$ cat src/rtl/gpio_sel_pkg.sv
package gpio_sel_pkg;
  typedef enum logic [1:0] {
    PM_OFF  = 2'b00,
    PM_CS   = 2'b01,
    PM_DOUT = 2'b10,
    PM_DIN  = 2'b11
  } pin_mode_e;
endpackage

$ cat src/rtl/gpio_addr_match.sv
module gpio_addr_match #(
  parameter int ADDR_W = 11,
  parameter int WIN_W  = 2
) (
  input  logic [ADDR_W-1:0] base,
  input  logic [ADDR_W-1:0] addr,
  input  logic [WIN_W-1:0]  win,
  output logic              hit
);
  logic [ADDR_W-1:0] bit_ok;

  // Bit i takes part in the compare only when it lies at or above the window size.
  for (genvar i = 0; i < ADDR_W; i++) begin : g_bit
    assign bit_ok[i] = (int'(win) > i) || (addr[i] == base[i]);
  end

  assign hit = &bit_ok;
endmodule

$ cat src/rtl/gpio_cs_gen.sv
module gpio_cs_gen (
  input  logic       match,
  input  logic       aen,
  input  logic       rd_n,
  input  logic       wr_n,
  input  logic [1:0] qual,
  input  logic       pol,
  output logic       rd_hit,
  output logic       wr_hit,
  output logic       sel,
  output logic       level
);
  always_comb begin
    rd_hit = match && !aen && !rd_n;
    wr_hit = match && !aen && !wr_n;
    sel    = (qual[0] && rd_hit) || (qual[1] && wr_hit);
    level  = pol ? sel : !sel;
  end
endmodule

$ cat src/rtl/gpio_data_path.sv
module gpio_data_path (
  input  logic clk,
  input  logic rst,
  input  logic dout_en,
  input  logic din_en,
  input  logic wr_hit,
  input  logic rd_hit,
  input  logic inv,
  input  logic d0_in,
  input  logic pin_in,
  output logic pin_next,
  output logic d0_drive,
  output logic d0_next
);
  logic store_q;
  logic load;

  assign load     = dout_en && wr_hit;
  assign pin_next = load ? (d0_in ^ inv) : store_q;
  assign d0_drive = din_en && rd_hit;
  assign d0_next  = pin_in ^ inv;

  always_ff @(posedge clk) begin
    if (rst) store_q <= 1'b0;
    else if (load) store_q <= d0_in ^ inv;
  end

  // the stored bit moves only on an output-role write hit
  p_store_hold_r6: assert property (@(posedge clk) disable iff (rst)
    !load |=> $stable(store_q));
endmodule

$ cat src/rtl/gpio_sel_decoder.sv
module gpio_sel_decoder #(
  parameter int ADDR_W = 11,
  parameter int WIN_W  = 2
) (
  input  logic              clk,
  input  logic              rst,
  input  logic [ADDR_W-1:0] cfg_base,
  input  logic [WIN_W-1:0]  cfg_win,
  input  logic [1:0]        cfg_mode,
  input  logic [1:0]        cfg_cs_qual,
  input  logic              cfg_cs_pol,
  input  logic              cfg_inv,
  input  logic [ADDR_W-1:0] bus_addr,
  input  logic              bus_aen,
  input  logic              bus_rd_n,
  input  logic              bus_wr_n,
  input  logic              bus_d0_in,
  input  logic              pin_in,
  output logic              pin_out,
  output logic              pin_oe,
  output logic              bus_d0_out,
  output logic              bus_d0_oe
);
  import gpio_sel_pkg::*;

  localparam int MAX_IGN = (1 << WIN_W) - 1;

  pin_mode_e mode;
  logic match, rd_hit, wr_hit, sel, cs_level;
  logic pin_next, d0_drive, d0_next;
  logic pin_out_q, pin_oe_q, d0_out_q, d0_oe_q;

  assign mode = pin_mode_e'(cfg_mode);

  gpio_addr_match #(.ADDR_W(ADDR_W), .WIN_W(WIN_W)) u_match (
    .base(cfg_base), .addr(bus_addr), .win(cfg_win), .hit(match)
  );

  gpio_cs_gen u_cs (
    .match(match), .aen(bus_aen), .rd_n(bus_rd_n), .wr_n(bus_wr_n),
    .qual(cfg_cs_qual), .pol(cfg_cs_pol),
    .rd_hit(rd_hit), .wr_hit(wr_hit), .sel(sel), .level(cs_level)
  );

  gpio_data_path u_data (
    .clk(clk), .rst(rst),
    .dout_en(mode == PM_DOUT), .din_en(mode == PM_DIN),
    .wr_hit(wr_hit), .rd_hit(rd_hit), .inv(cfg_inv),
    .d0_in(bus_d0_in), .pin_in(pin_in),
    .pin_next(pin_next), .d0_drive(d0_drive), .d0_next(d0_next)
  );

  always_ff @(posedge clk) begin
    if (rst) begin
      pin_out_q <= 1'b0;
      pin_oe_q  <= 1'b0;
      d0_out_q  <= 1'b0;
      d0_oe_q   <= 1'b0;
    end else begin
      unique case (mode)
        PM_CS: begin
          pin_out_q <= cs_level;
          pin_oe_q  <= 1'b1;
        end
        PM_DOUT: begin
          pin_out_q <= pin_next;
          pin_oe_q  <= 1'b1;
        end
        default: begin
          pin_out_q <= 1'b0;
          pin_oe_q  <= 1'b0;
        end
      endcase
      d0_oe_q  <= d0_drive;
      d0_out_q <= d0_drive ? d0_next : 1'b0;
    end
  end

  assign pin_out    = pin_out_q;
  assign pin_oe     = pin_oe_q;
  assign bus_d0_out = d0_out_q;
  assign bus_d0_oe  = d0_oe_q;

  // a difference in an always-compared bit keeps the select idle
  p_win_miss_r2: assert property (@(posedge clk) disable iff (rst)
    (mode == PM_CS && bus_addr[ADDR_W-1:MAX_IGN] != cfg_base[ADDR_W-1:MAX_IGN])
    |=> (pin_out == !$past(cfg_cs_pol)));

  // a high address enable keeps the select idle
  p_cs_aen_r3: assert property (@(posedge clk) disable iff (rst)
    (mode == PM_CS && bus_aen) |=> (pin_oe && pin_out == !$past(cfg_cs_pol)));

  // no qualifying strobe bits means never selected
  p_cs_never_r4: assert property (@(posedge clk) disable iff (rst)
    (mode == PM_CS && cfg_cs_qual == 2'b00) |=> (pin_out == !$past(cfg_cs_pol)));

  // a select forces the active level on the pin
  p_cs_level_r5: assert property (@(posedge clk) disable iff (rst)
    (mode == PM_CS && sel) |=> (pin_oe && pin_out == $past(cfg_cs_pol)));

  // the data bit is driven only after an input-role read hit
  p_d0_only_din_r7: assert property (@(posedge clk) disable iff (rst)
    !(mode == PM_DIN && rd_hit) |=> !bus_d0_oe);

  // the off role never drives the pin
  p_off_hiz_r8: assert property (@(posedge clk) disable iff (rst)
    (mode == PM_OFF) |=> (!pin_oe && !pin_out));
endmodule

$ cat config.mk
export PLATFORM = sky130hd
export DESIGN_NAME = gpio_sel_decoder
export DESIGN_NICKNAME = d
export VERILOG_FILES = /design/src/rtl/gpio_sel_pkg.sv /design/src/rtl/gpio_addr_match.sv /design/src/rtl/gpio_cs_gen.sv /design/src/rtl/gpio_data_path.sv /design/src/rtl/gpio_sel_decoder.sv
export SDC_FILE = /design/constraint.sdc
export NUM_CORES = 1
export LEC_CHECK = 0
export ABC_AREA = 1
export BUFFER_PORTS_ARGS = -buffer_cell sky130_fd_sc_hd__buf_2
export CAP_MARGIN = 10
export CORE_MARGIN = 10
export CORE_UTILIZATION = 38
export DETAILED_ROUTE_END_ITERATION = 7
export HOLD_SLACK_MARGIN = 0.02
export PLACE_DENSITY = 0.85
export SKIP_LAST_GASP = 1
export SLEW_MARGIN = 20
export SYNTH_ARGS = -nofsm -noshare
export SYNTH_HDL_FRONTEND = slang
export SYNTH_SLANG_ARGS = --single-unit
$ cat constraint.sdc
create_clock -name clk -period 1.5 [get_ports clk]
set_input_delay 0.225 -clock clk [delete_from_list [all_inputs] [get_ports clk]]
set_output_delay 0.225 -clock clk [all_outputs]
set_load 0.02 [all_outputs]
# After elaboration in Yosys (flattened, before gate mapping)
# Cells that the tools add are included.
[op_classes] order_cmp=3 n_eq_ne=14 muxes=4 n_bitwise=3 reduce_logical=18
[op_table] op="$eq A1 B1 Y1" count=11
[op_table] op="$reduce_and A11 Y1" count=1
[op_table] op="$logic_and A1 B1 Y1" count=7
[op_table] op="$eq A2 B2 Y1 const B" count=2
[op_table] op="$gt A2 B1 Y1 const B" count=2
[op_table] op="$logic_not A1 Y1" count=4
[op_table] op="$logic_or A1 B1 Y1" count=4
[op_table] op="$reduce_or A2 Y1" count=2
[op_table] op="$mux W1" count=3
[op_table] op="$eq A2 B1 Y1 const B" count=1
[op_table] op="$gt A2 B2 Y1 const B" count=1
[op_table] op="$pmux W1 S2" count=1
[op_table] op="$xor A1 B1 Y1" count=2
[op_table] op="$not A1 Y1" count=1
[totals] reg_bits=5 input_bits=37 output_inout_bits=4

# Logic depth before layout (Yosys ltp)
[logic_depth] depth_word=10 ltp_mapped=11

# Modules after synthesis
# From an unflattened synthesis, not the netlist that was laid out.
[hier_totals] hier_cells=107 area_unflattened_um2=558.0
[by_module_without_submodules] mod="gpio_addr_match" instances=1 cells_per_inst=59 area_each_um2=232.7
[by_module_without_submodules] mod="gpio_sel_decoder" instances=1 cells_per_inst=19 area_each_um2=172.7
[by_module_without_submodules] mod="gpio_data_path" instances=1 cells_per_inst=16 area_each_um2=95.1
[by_module_without_submodules] mod="gpio_cs_gen" instances=1 cells_per_inst=13 area_each_um2=57.6

# Least setup slack after synthesis
# No wires, ideal clock.
[synth_timing] path_kind="input to register" start="input port bus_addr[9]" end="register pin_out_q (netlist: pin_out)" setup_ns=0.116 t_arrival_ns=0.968 setup_slack_ns=0.416 path_stages=10 n_path_buf=0 path_cell_list="inv_2 > nor2_1 > nor2_1 > nand3_1 > nor2_4 > nand3_2 > nor2_1 > nand2_1 > nand3_1 > a21oi_1"
[synth_via] elab_chain_cells=9 word_cells_on_any_way=13 classes_between="eq/ne: 1; mux: 3; reduce/logical: 9"
[synth_rtl] element="start: declaration" line_no="gpio_sel_decoder.sv:13" source="input logic [ADDR_W-1:0] bus_addr,"
[synth_rtl] element="$eq A1 B1 Y1 *" line_no="gpio_addr_match.sv:14" source="assign bit_ok[i] = (int'(win) > i) || (addr[i] == base[i]);"
[synth_rtl] element="$reduce_and A11 Y1 *" line_no="gpio_addr_match.sv:17" source="assign hit = &bit_ok;"
[synth_rtl] element="$logic_and A1 B1 Y1 *" line_no="gpio_cs_gen.sv:14, gpio_cs_gen.sv:15"
[synth_rtl] element="$logic_and A1 B1 Y1, on equally long branches" line_no="gpio_cs_gen.sv:14, gpio_cs_gen.sv:15"
[synth_rtl] element="$logic_and A1 B1 Y1" line_no="gpio_cs_gen.sv:16" source="sel = (qual[0] && rd_hit) || (qual[1] && wr_hit);"
[synth_rtl] element="$logic_or A1 B1 Y1" line_no="gpio_cs_gen.sv:16"
[synth_rtl] element="$logic_not A1 Y1" line_no="gpio_cs_gen.sv:17" source="level = pol ? sel : !sel;"
[synth_rtl] element="$mux W1" line_no="gpio_cs_gen.sv:17"
[synth_rtl] element="$pmux W1 S2 *" line_no="gpio_sel_decoder.sv:60" source="unique case (mode)"
[synth_rtl] element="end signal: assignment" line_no="gpio_sel_decoder.sv:62" source="pin_out_q <= cs_level;"
[synth_rtl] element="end signal: assignment" line_no="gpio_sel_decoder.sv:66" source="pin_out_q <= pin_next;"
[synth_rtl] element="end: declaration" line_no="gpio_sel_decoder.sv:31" source="logic pin_out_q, pin_oe_q, d0_out_q, d0_oe_q;"
# Every way passes the cells marked *; elsewhere a longest branch is shown, timed or not.
# A chain may end at the register's enable or synchronous reset.

# Worst setup path after layout
[layout_timing] start="input port cfg_base[7]" end="register pin_out_q (netlist: pin_out)"
[layout_via] elab_chain_cells=9 word_cells_on_any_way=13 classes_between="eq/ne: 1; mux: 3; reduce/logical: 9"
[layout_rtl] element="start: declaration" line_no="gpio_sel_decoder.sv:7" source="input logic [ADDR_W-1:0] cfg_base,"
[layout_rtl] element="$eq A1 B1 Y1 *" line_no="gpio_addr_match.sv:14"
[layout_rtl] element="$reduce_and A11 Y1 *" line_no="gpio_addr_match.sv:17"
[layout_rtl] element="$logic_and A1 B1 Y1 *" line_no="gpio_cs_gen.sv:14, gpio_cs_gen.sv:15"
[layout_rtl] element="$logic_and A1 B1 Y1, on equally long branches" line_no="gpio_cs_gen.sv:14, gpio_cs_gen.sv:15"
[layout_rtl] element="$logic_and A1 B1 Y1" line_no="gpio_cs_gen.sv:16"
[layout_rtl] element="$logic_or A1 B1 Y1" line_no="gpio_cs_gen.sv:16"
[layout_rtl] element="$logic_not A1 Y1" line_no="gpio_cs_gen.sv:17"
[layout_rtl] element="$mux W1" line_no="gpio_cs_gen.sv:17"
[layout_rtl] element="$pmux W1 S2 *" line_no="gpio_sel_decoder.sv:60"
# Marks and branches as above.

==> summary.txt <==
Timing
  – Final setup margin: 0.373 ns
  – Crit path time final: 1.13 ns
  – Worst hold margin: 0.195 ns
  – Final critical-path share of the clock period: 0.751
  – Final hold vios: 0
  – RSZ-0062 raised after global routing: false
  – Slew headroom: 0.869
  – Worst Skew: a little under 0.00008 ns
  – Least-Margin Pin Slew: 0.194 ns
  – # setup viols final: 0
  – Fmax: 0.888 GHz
  – Setup TNS: 0 ns
  – Final Max Slew Viols: 0

Route
  – WL final: 1630 um
  – Initial DRT Pass Iterations: 4
  – Vias: 672
  – DRC Markers: 0
  – Vias per inst: 4.34
  – Initial drt markers: 9
  – Average wire per standard cell: 10.5 um
  – Post-route ant nets: 0

Cells and area
  – Layout Nets: 181
  – Area grow syn2layout: 46.1%
  – Layout cell share with drive strength beyond 1: 0.357
  – Fin cells: 155
  – Fill count: 140
  – Antenna diodes: 0
  – Design area: 777 sq um

Floorplanning
  – IO Pins: 41
  – Core area: between 1000 and 1500 sq um
  – Die Area: roughly 3300 sq um
  – Die width: about 57 um
  – Initial Util: 0.404
  – Row cnt: 13
  – Die height: 57.4 um

Power
  – Internal Power: 0.301 mW
  – Worst vdd ir: ~0.18 mV
  – Net Sw Frac: 0.285
  – NetSw: 0.120 mW
  – Leakage: 0.504 nW
  – PwrDens: 543 nW/um^2
  – Clock Power Share: 0.358
  – Seq pwr share: 0.324
  – Gate power share: 0.318

Run status
  – Outcome: complete, no violations

Worst setup path
  – Critical path startpoint category: primary input
  – Crit path max fanout: 4
  – Arr. time, crit path: roughly 1.3 ns
  – WS Path Type: primary input to register
  – Crit end category: register
  – CP required: between 1.5 and 2 ns

Logic synthesis
  – Syn nets: 136
  – Synth Register Bits: 5
  – Number of synthesized flops with an enable pin: 0
  – Post-synth top cells: 32 x nand2_1, 24 x inv_1, 9 x nor2_1, 7 x nand3_1, 5 x dfxtp_1
  – Yosys cell types: 17
  – Cell Area, Synth: about 530 sq um
  – Synth top area share: 0.226
  – Synth async-reset ratio: 0
  – Post-Synthesis Cells: 96
  – Top-count cell post-synth: nand2_1
  – Synth area leader: nand2_1
  – Most used DFF post-synth: dfxtp_1
  – Area contributors post-synth: nand2_1 23%, dfxtp_1 19%, inv_1 17%
  – Yosys warnings: 0
  – Sequential fraction of the synthesis area: 0.188
  – Synthesized area per cell: 5.54 sq um

Placement
  – Area after DPL: 751 sq um
  – Dpl hpwl: 1500 um
  – Placed cells: 151
  – I/O Buffers: 40
  – GP Congestion: 0.732
  – Worst slack, placed: roughly 0.18 ns

Clock tree
  – Post-CTS Hold Buffers: 0
  – Clk root buf: clkbuf_4
  – Skew-Pair Late Insertion Delay: 0.23 ns
  – Total CTS buffers: 3
  – CTS tree: done
  – CTS clk-pin slew, worst paths: approximately 0.040 ns
  – # resized after CTS: 0
  – Clock Sinks: 5
  – Clock tree buffer depth: 2
  – Postcts setup bufs: 0
  – Htree depth: 1

Global routing
  – First-pass GRT wire length: 2720 um
  – Initial antenna violation count: 0
  – Largest net degree at the start of global routing: 5
  – Vias in the first global route: 757
  – Gr ovfl total: 0
  – Global Route Usage Sum: 0.0982

Min path
  – Worst hold path type: primary input to register

Run
  – Maxcap violations: 0
## through the flow
stage / util / power (mW)
5_1_grt: 0.590 / 0.456
3_5_place_dp: 0.570 / 0.274
2_1_floorplan: - / 0.205
6_report: 0.590 / 0.422
4_1_cts: 0.590 / 0.426
3_3_place_gp: 0.570 / 0.266
## critical path, stage by stage
cell,delay [ns]
buf_2,0.10
xnor2_1,0.16
nand3_1,0.13
nor2_4,0.16
nand3_2,0.09
o21bai_2,0.15
nand3_1,0.11
a21oi_1,0.15
## cell type report
cell class | instances | area [sq um] | area share
Clock buffer | 4 | 26.3 | 0.0338
Inverter | 26 | 97.6 | 0.126
Multi-Input combinational cell | 65 | 334 | 0.430
Sequential cell | 5 | 100 | 0.129
Tap cell | 15 | 18.8 | 0.0242
Timing Repair Buffer | 40 | 200 | 0.258
## per-layer routing
layer  global-route usage  share of wire  vias up
met5                    0              0        -
met2                0.193           0.56       22
met4               0.0503          0.015        0
met3               0.0442          0.087        2
met1               0.0771           0.34      280
li1                     -              -      368
## cell usage in the layout, fill, tap and decap left out
master    synthesis  layout
nand3_1           7       7
clkbuf_1          0       1
nand3_2           1       1
clkbuf_4          0       3
ha_1              3       3
o21bai_2          1       1
nand3b_1          1       1
nor2_2            2       2
nor4_1            1       1
xnor2_1           3       3
nand2_1          32      32
a21oi_1           1       1
inv_1            24      24
nor3_1            1       1
dfxtp_1           5       5
nor2_4            1       1
inv_2             2       2
nand4_1           2       2
buf_2             0      40
nor2_1            9       9
## final timing paths
kind,slack (ns),to,cells after the start,from
min reg2reg,0.60,u_data.store_q,3,u_data.store_q
max reg2reg,0.74,pin_out,3,u_data.store_q
max,0.37,pin_out,8,cfg_base[7]
min,0.19,bus_d0_out,2,rst
## flip-flops by register name, indices dropped and copies added, names as in the netlist
| signal | flops |
|---|---|
| u_data.store_q | 1 |
| pin_out | 1 |
| bus_d0_oe | 1 |
| bus_d0_out | 1 |
| pin_oe | 1 |
## power by group through the flow
stage | sequential (mW) | clock (mW) | combinational, mW
2_1_floorplan | 0.143 | 0 | 0.0622
3_3_place_gp | 0.139 | 0 | 0.128
3_5_place_dp | 0.139 | 0 | 0.135
4_1_cts | 0.137 | 0.153 | 0.136
5_1_grt | 0.136 | 0.165 | 0.154
6_report | 0.136 | 0.151 | 0.134
## kinds of logic after synthesis
kind of cell,share of synthesized area
adder cells (fa/ha/maj),0.0706
AND/OR/NAND/NOR,0.478
AO/OA/AOI/OAI,0.0306
XOR/XNOR,0.0494
buffers and inverters,0.184
flip-flops,0.188
Power figures use the tool's default switching activity.
